### src/rtl/fmac_pkg.sv
// Package: operation codes and load-target helpers shared by the data unit.
// Assumes a 4-bit operation code field.
package fmac_pkg;
    localparam int OPW = 4;

    typedef enum logic [OPW-1:0] {
        OP_NOP    = 4'd0,
        OP_MUL    = 4'd1,
        OP_MULR   = 4'd2,
        OP_MACP   = 4'd3,
        OP_MACM   = 4'd4,
        OP_MACPR  = 4'd5,
        OP_MACMR  = 4'd6,
        OP_ADDACC = 4'd7,
        OP_SUBACC = 4'd8,
        OP_ADDIN  = 4'd9,
        OP_ROUND  = 4'd10,
        OP_SHL    = 4'd11,
        OP_SHR    = 4'd12,
        OP_AND    = 4'd13,
        OP_OR     = 4'd14,
        OP_XOR    = 4'd15
    } op_e;

    // True for the operations that touch only the upper word
    function automatic logic is_logic_op(input op_e op);
        return (op == OP_AND) || (op == OP_OR) || (op == OP_XOR);
    endfunction
endpackage

### src/rtl/fmac_mult.sv
// Fractional multiplier: signed DW x DW product, sign-extended to the
// accumulator width and shifted left once to drop the duplicate sign bit.
// Assumes operands are two's-complement fractions.
module fmac_mult #(
    parameter int DW = 24,
    parameter int EW = 8,
    localparam int AW = 2*DW + EW
) (
    input  logic [DW-1:0] a,
    input  logic [DW-1:0] b,
    output logic [AW-1:0] prod
);
    logic signed [2*DW-1:0] raw;

    // Form the product and align the binary point with the upper word
    always_comb begin
        raw  = $signed(a) * $signed(b);
        prod = {{EW{raw[2*DW-1]}}, raw} << 1;
    end
endmodule

### src/rtl/fmac_round.sv
// Convergent (round half to even) rounder at the DW-bit word boundary.
// Assumes the input is an accumulator-width two's-complement value; the
// result wraps modulo 2**AW.
module fmac_round #(
    parameter int DW = 24,
    parameter int EW = 8,
    localparam int AW = 2*DW + EW
) (
    input  logic [AW-1:0] din,
    output logic [AW-1:0] dout
);
    localparam logic [AW-1:0] HALF    = AW'(1) << (DW-1);
    localparam logic [AW-1:0] LOWMASK = (AW'(1) << DW) - AW'(1);
    localparam logic [AW-1:0] LSBMASK = AW'(1) << DW;

    logic          tie;
    logic [AW-1:0] sum;

    // Add half an upper-word LSB, drop the lower word, force even on a tie
    always_comb begin
        tie  = (din[DW-1:0] == HALF[DW-1:0]);
        sum  = din + HALF;
        dout = sum & ~LOWMASK & ~(tie ? LSBMASK : '0);
    end
endmodule

### src/rtl/fmac_datapath.sv
// Combinational operation datapath: computes the next destination value
// from the selected operands and accumulators. Assumes the caller
// registers the result and decides write priority.
module fmac_datapath
    import fmac_pkg::*;
#(
    parameter int DW = 24,
    parameter int EW = 8,
    localparam int AW = 2*DW + EW
) (
    input  op_e           op,
    input  logic [DW-1:0] opa,
    input  logic [DW-1:0] opb,
    input  logic [AW-1:0] acc_d,
    input  logic [AW-1:0] acc_o,
    output logic [AW-1:0] res,
    output logic          wr
);
    logic [AW-1:0] prod;
    logic [AW-1:0] pre;
    logic [AW-1:0] rnd;
    logic [AW-1:0] in_word;
    logic [DW-1:0] hi;
    logic [DW-1:0] hi_new;
    logic          do_rnd;

    fmac_mult #(.DW(DW), .EW(EW)) u_mult (.a(opa), .b(opb), .prod(prod));
    fmac_round #(.DW(DW), .EW(EW)) u_round (.din(pre), .dout(rnd));

    // Upper-word view of the destination and the logic-op result
    always_comb begin
        hi      = acc_d[2*DW-1:DW];
        in_word = {{EW{opa[DW-1]}}, opa, {DW{1'b0}}};
        unique case (op)
            OP_AND:  hi_new = hi & opa;
            OP_OR:   hi_new = hi | opa;
            default: hi_new = hi ^ opa;
        endcase
    end

    // Select the pre-rounding value for each operation code
    always_comb begin
        pre    = acc_d;
        do_rnd = 1'b0;
        wr     = 1'b1;
        unique case (op)
            OP_NOP:    wr = 1'b0;
            OP_MUL:    pre = prod;
            OP_MULR:   begin pre = prod;         do_rnd = 1'b1; end
            OP_MACP:   pre = acc_d + prod;
            OP_MACM:   pre = acc_d - prod;
            OP_MACPR:  begin pre = acc_d + prod; do_rnd = 1'b1; end
            OP_MACMR:  begin pre = acc_d - prod; do_rnd = 1'b1; end
            OP_ADDACC: pre = acc_d + acc_o;
            OP_SUBACC: pre = acc_d - acc_o;
            OP_ADDIN:  pre = acc_d + in_word;
            OP_ROUND:  do_rnd = 1'b1;
            OP_SHL:    pre = acc_d << 1;
            OP_SHR:    pre = AW'($signed(acc_d) >>> 1);
            default:   pre = {acc_d[AW-1:2*DW], hi_new, acc_d[DW-1:0]};
        endcase
    end

    // Final result: rounded or direct
    always_comb res = do_rnd ? rnd : pre;
endmodule

### src/rtl/fmac_limiter.sv
// Read-out limiter: passes the upper word or the full 48-bit value, or
// substitutes the extreme value of that width when the extension byte
// carries significant bits. Assumes a two's-complement accumulator.
module fmac_limiter #(
    parameter int DW = 24,
    parameter int EW = 8,
    localparam int AW = 2*DW + EW,
    localparam int RW = 2*DW
) (
    input  logic [AW-1:0] acc,
    input  logic          wide,
    output logic [RW-1:0] data,
    output logic          ovf
);
    localparam logic [RW-1:0] POS_W = {1'b0, {RW-1{1'b1}}};
    localparam logic [RW-1:0] NEG_W = {1'b1, {RW-1{1'b0}}};
    localparam logic [DW-1:0] POS_N = {1'b0, {DW-1{1'b1}}};
    localparam logic [DW-1:0] NEG_N = {1'b1, {DW-1{1'b0}}};

    logic neg;

    // Detect significant extension bits and choose the limited value
    always_comb begin
        ovf = (acc[AW-1:RW] != {EW{acc[RW-1]}});
        neg = acc[AW-1];
        if (wide)
            data = ovf ? (neg ? NEG_W : POS_W) : acc[RW-1:0];
        else
            data = {{DW{1'b0}}, (ovf ? (neg ? NEG_N : POS_N) : acc[RW-1:DW])};
    end
endmodule

### src/rtl/fmac_unit.sv
// Fractional multiply-accumulate data unit (top). Holds NIN operand
// registers and two accumulators, applies one operation per clock, and
// provides a load port and a limited read port with a sticky limit flag.
// Assumes synchronous active-low reset; loads win over operation writes.
module fmac_unit
    import fmac_pkg::*;
#(
    parameter int DW  = 24,
    parameter int EW  = 8,
    parameter int NIN = 4,
    localparam int AW   = 2*DW + EW,
    localparam int RW   = 2*DW,
    localparam int SELW = $clog2(NIN),
    localparam int TGW  = $clog2(NIN + 2)
) (
    input  logic            clk,
    input  logic            rst_n,
    input  logic            op_valid,
    input  logic [OPW-1:0]  op_code,
    input  logic [SELW-1:0] src_a,
    input  logic [SELW-1:0] src_b,
    input  logic            acc_dst,
    input  logic            ld_en,
    input  logic [TGW-1:0]  ld_tgt,
    input  logic            ld_wide,
    input  logic [RW-1:0]   ld_data,
    input  logic            rd_en,
    input  logic            rd_sel,
    input  logic            rd_wide,
    input  logic            lim_clr,
    output logic [RW-1:0]   rd_data,
    output logic [AW-1:0]   rd_full,
    output logic            lim_flag
);
    logic [DW-1:0] in_q  [NIN];
    logic [AW-1:0] acc_q [2];
    logic [DW-1:0] opa;
    logic [DW-1:0] opb;
    logic [AW-1:0] acc_d;
    logic [AW-1:0] acc_o;
    logic [AW-1:0] res;
    logic          wr;
    logic [AW-1:0] ld_acc_val;
    logic          rd_ovf;

    // Operand and accumulator selection for the current operation
    always_comb begin
        opa   = in_q[src_a];
        opb   = in_q[src_b];
        acc_d = acc_q[acc_dst];
        acc_o = acc_q[~acc_dst];
    end

    // Accumulator load value: narrow fills the upper word, wide fills both
    always_comb begin
        if (ld_wide)
            ld_acc_val = {{EW{ld_data[RW-1]}}, ld_data};
        else
            ld_acc_val = {{EW{ld_data[DW-1]}}, ld_data[DW-1:0], {DW{1'b0}}};
    end

    fmac_datapath #(.DW(DW), .EW(EW)) u_dp (
        .op(op_e'(op_code)), .opa(opa), .opb(opb),
        .acc_d(acc_d), .acc_o(acc_o), .res(res), .wr(wr)
    );

    for (genvar gi = 0; gi < NIN; gi++) begin : g_in
        logic [DW-1:0] q;
        // Operand register gi: loaded from the low word of the load port
        always_ff @(posedge clk) begin
            if (!rst_n)
                q <= '0;
            else if (ld_en && ld_tgt == TGW'(gi))
                q <= ld_data[DW-1:0];
        end
        assign in_q[gi] = q;
    end

    for (genvar ga = 0; ga < 2; ga++) begin : g_acc
        logic [AW-1:0] q;
        // Accumulator ga: load first, then operation result, else hold
        always_ff @(posedge clk) begin
            if (!rst_n)
                q <= '0;
            else if (ld_en && ld_tgt == TGW'(NIN + ga))
                q <= ld_acc_val;
            else if (op_valid && wr && acc_dst == 1'(ga))
                q <= res;
        end
        assign acc_q[ga] = q;
    end

    assign rd_full = acc_q[rd_sel];

    fmac_limiter #(.DW(DW), .EW(EW)) u_lim (
        .acc(rd_full), .wide(rd_wide), .data(rd_data), .ovf(rd_ovf)
    );

    // Sticky limit flag: a limited read sets it, a clear drops it, set wins
    always_ff @(posedge clk) begin
        if (!rst_n)
            lim_flag <= 1'b0;
        else if (rd_en && rd_ovf)
            lim_flag <= 1'b1;
        else if (lim_clr)
            lim_flag <= 1'b0;
    end
endmodule

### config.mk
export PLATFORM = sky130hd
export DESIGN_NAME = fmac_unit
export DESIGN_NICKNAME = d
export VERILOG_FILES = /design/src/rtl/fmac_pkg.sv /design/src/rtl/fmac_mult.sv /design/src/rtl/fmac_round.sv /design/src/rtl/fmac_datapath.sv /design/src/rtl/fmac_limiter.sv /design/src/rtl/fmac_unit.sv
export SDC_FILE = /design/constraint.sdc
export NUM_CORES = 2
export LEC_CHECK = 0
export BUFFER_PORTS_ARGS = -buffer_cell sky130_fd_sc_hd__buf_2
export CORE_ASPECT_RATIO = 1.25
export CORE_MARGIN = 8
export CORE_UTILIZATION = 25
export CTS_CLUSTER_SIZE = 14
export DETAILED_ROUTE_END_ITERATION = 16
export MAX_ROUTING_LAYER = met4
export PLACE_DENSITY = 0.36
export SYNTH_ARGS = -nofsm -noshare
export SYNTH_HDL_FRONTEND = slang
export SYNTH_HIERARCHICAL = 1
export SYNTH_SLANG_ARGS = --single-unit
### constraint.sdc
create_clock -name clk -period 15.3 [get_ports clk]
set_input_delay 0 -clock clk [delete_from_list [all_inputs] [get_ports clk]]
set_output_delay 0 -clock clk [all_outputs]
set_load 0.1 [all_outputs]
==> out/results.ini <==
[sta]
setup_tns_ns = 0
finalCritPeriodShare_pct = 93.47
fmax_mhz = 69.93
min_period_ns = 14.30
fin_skew_ns = 0.04802
slew_viol_final = 0
rsz0062_at_grt = no
worstMarginPinSlew_ns = 1.093
hold_violations = 0
relSlewSlack_pct = 26.53
finalSetupViolations = 0

[placed_design]
port_buffers = 173
dp_cells = 8043
place_congestion = 0.9533
hpwl_um = 161500
postPlaceCellArea_um2 = 49420

[job]
drv_cap = 0

[grt]
antenna_found_initial = 9
grt_pass1_wl_um = 301700
grt_usage_pct = 20.34
grt-ovfl-total = 0
grt_max_degree = 89
grt_pass1_vias = 43840

[clock_network]
post_cts_buffers = 0
cts_root_buf = clkbuf_16
htreeDepth = 1
cts_buffer_depth = 3
clk_latency_ns = 0.61
cts_tree = yes
cts_buffers = 24
clk_pin_slew_worst_paths_ns = 0.07
clock-sinks = 209

[drt]
wire_per_inst_um = 24.87
via_count = 41640
drcViolationCount = 0
drt_iter0_drc = 2744
drtAntennaViolNets = 0
viasPerCell = 5.109
routed_wl_um = 202700
drt_first_pass_iters = 6

[cells_and_area]
syn2layout_area_growth_pct = 9.890
final_area_um2 = 50850
drive_gt1_share_pct = 12.16
nets = 6648
fillCellCount = 19950
stdcell_count = 8150

[power]
ir_drop_mv = 0.1814
p_per_area_nw_per_um2 = 60.81
power_leakage_nw = 22.93
power_w = 0.003092

[logic_synthesis]
synthCells = 5743
ys_ff_latch = 209
yosysSeqAreaShare_pct = 9.041
synth_edf_count = 0
yosysTopAreaCellShare_pct = 26.35
synth_area_um2 = 46280
synthDistinctLibCells = 93
synthArstFlopShare_pct = 0
synthTopCellsByArea = fa_1, dfxtp_1, ha_1
avgSynthCellArea_um2 = 8.058
synth_area_leader_cell = fa_1
synth_flop_cell = dfxtp_1
yosysMostFrequentCell = nand2_1
yosys_warnings = 6
synthTopCellsByCount = nand2_1, inv_1, fa_1, o21ai_0, a21oi_1

[die]
die_y_um = 497.0
start_util_pct = 25.17
core_um2 = 183900
dieWidth_um = 400.8
die_area_um2 = 199200
rows = 176
io_pins = 174

[critical_path]
slowest_delay_ns = 0.93
r2r_end = g_acc[1].q[47]
slowest_stage = mux4_4
cp_data_required_time_ns = 15.79
path_class = reg2reg
reg2reg_slack_ns = 1.0
crit_path_max_fanout = 26
rr_worst_depth = 48
cp_top_family = simple AND/OR/NAND/NOR gates
end_kind = register
cp.arrival_ns = 14.79
worst_r2r_startpoint = g_in[3].q[5]
worst-path-buf-inv = 3
start_kind = register
startpoint = g_in[3].q[5]

[hold_path]
hp-start = ld_data[45]
hold_depth = 4
worstHoldEndpoint = g_acc[1].q[45]
hp-class = in2reg

[status]
status = completed

[power breakdown]
group	internal (W)	switching (W)
sequential	0.000576	0.0000305
combinational	0.000507	0.00134
clock	0.000357	0.000283
[worst max path at each step]
| stage | slack (ns) | endpoint | cells past startpoint |
|---|---|---|---|
| after floorplan | 2.61 | g_acc[1].q[55] | 54 |
| after global placement | 0.64 | g_acc[1].q[47] | 50 |
| after detailed placement | 0.78 | g_acc[1].q[47] | 50 |
| after CTS | 0.86 | g_acc[1].q[47] | 48 |
| after global routing | 0.18 | g_acc[1].q[47] | 48 |
| final | 1.0 | g_acc[1].q[47] | 48 |
[timing repair]
item,in CTS,in global routing
setup endpoints to repair,0,2
hold endpoints to repair,163,0
hold buffers,57,0
gates resized for setup,0,2
[worst min-delay path, cell delays in order]
cell and delay [ns]:
buf_2 0.09, mux2_2 0.24, o21ai_0 0.11, a21oi_1 0.11
[cell type report]
type | instances | area (um^2) | share of cell area [%]
Antenna cell | 6 | 15.01 | 0.02952
Timing Repair Buffer | 342 | 2298 | 4.520
Tap cell | 2403 | 3007 | 5.912
Sequential cell | 209 | 4184 | 8.228
Inverter | 690 | 2590 | 5.093
Multi-Input combinational cell | 4456 | 37920 | 74.57
Clock buffer | 35 | 701.9 | 1.380
Clock inverter | 9 | 133.9 | 0.2633
[placed cells by master, fill, tap and decap left out, drive strengths merged, types with 100 or more instances in the layout]
master    n
fa      609
inv     691
xnor2   107
nand2   735
nand3   192
o21ai   430
a21oi   316
nor3    100
mux2    237
nor2    215
ha      247
buf     285
dfxtp   209
and2    288
[registers in the layout (all words and copies together), names as in the netlist]
register,flops
lim_flag,1
g_acc.q,112
g_in.q,96
[cells by family (layout without fill, tap and decap cells)]
group                      after synthesis  after routing  synth area share, %
and+or+nand+nor                       1817           1817                19.14
AOI/OAI and AO/OA                     1271           1271                17.27
buffers and inverters                 1101           1076                9.450
adders and majority gates              856            856                33.02
muxes                                  332            332                9.128
DFF                                    209            209                9.041
xor gates and xnor gates               155            155                2.934
other                                    2             31              0.01623
[through the flow]
step / util, % / setup WS [ns] / hold slack, ns
after floorplan: - / 2.613 / 0.1455
after global placement: 26.88 / 0.6397 / 0.2674
after detailed placement: 26.88 / 0.7845 / 0.2797
after CTS: 27.64 / 0.8629 / 0.001518
after global routing: 27.65 / 0.1776 / 0.01828
final: 27.66 / 0.9994 / 0.01128
[per-layer routing]
metal	vias to the layer above	wire (um)	GRT usage, %	part of all wire, %
li1	19370	-	-	-
met4	0	8039	6.777	4.0
met1	21050	89260	25.68	44
met3	229	5900	1.140	2.9
met2	987	99480	34.81	49
met5	-	0	-	0
(Power assumes the default switching activity.)
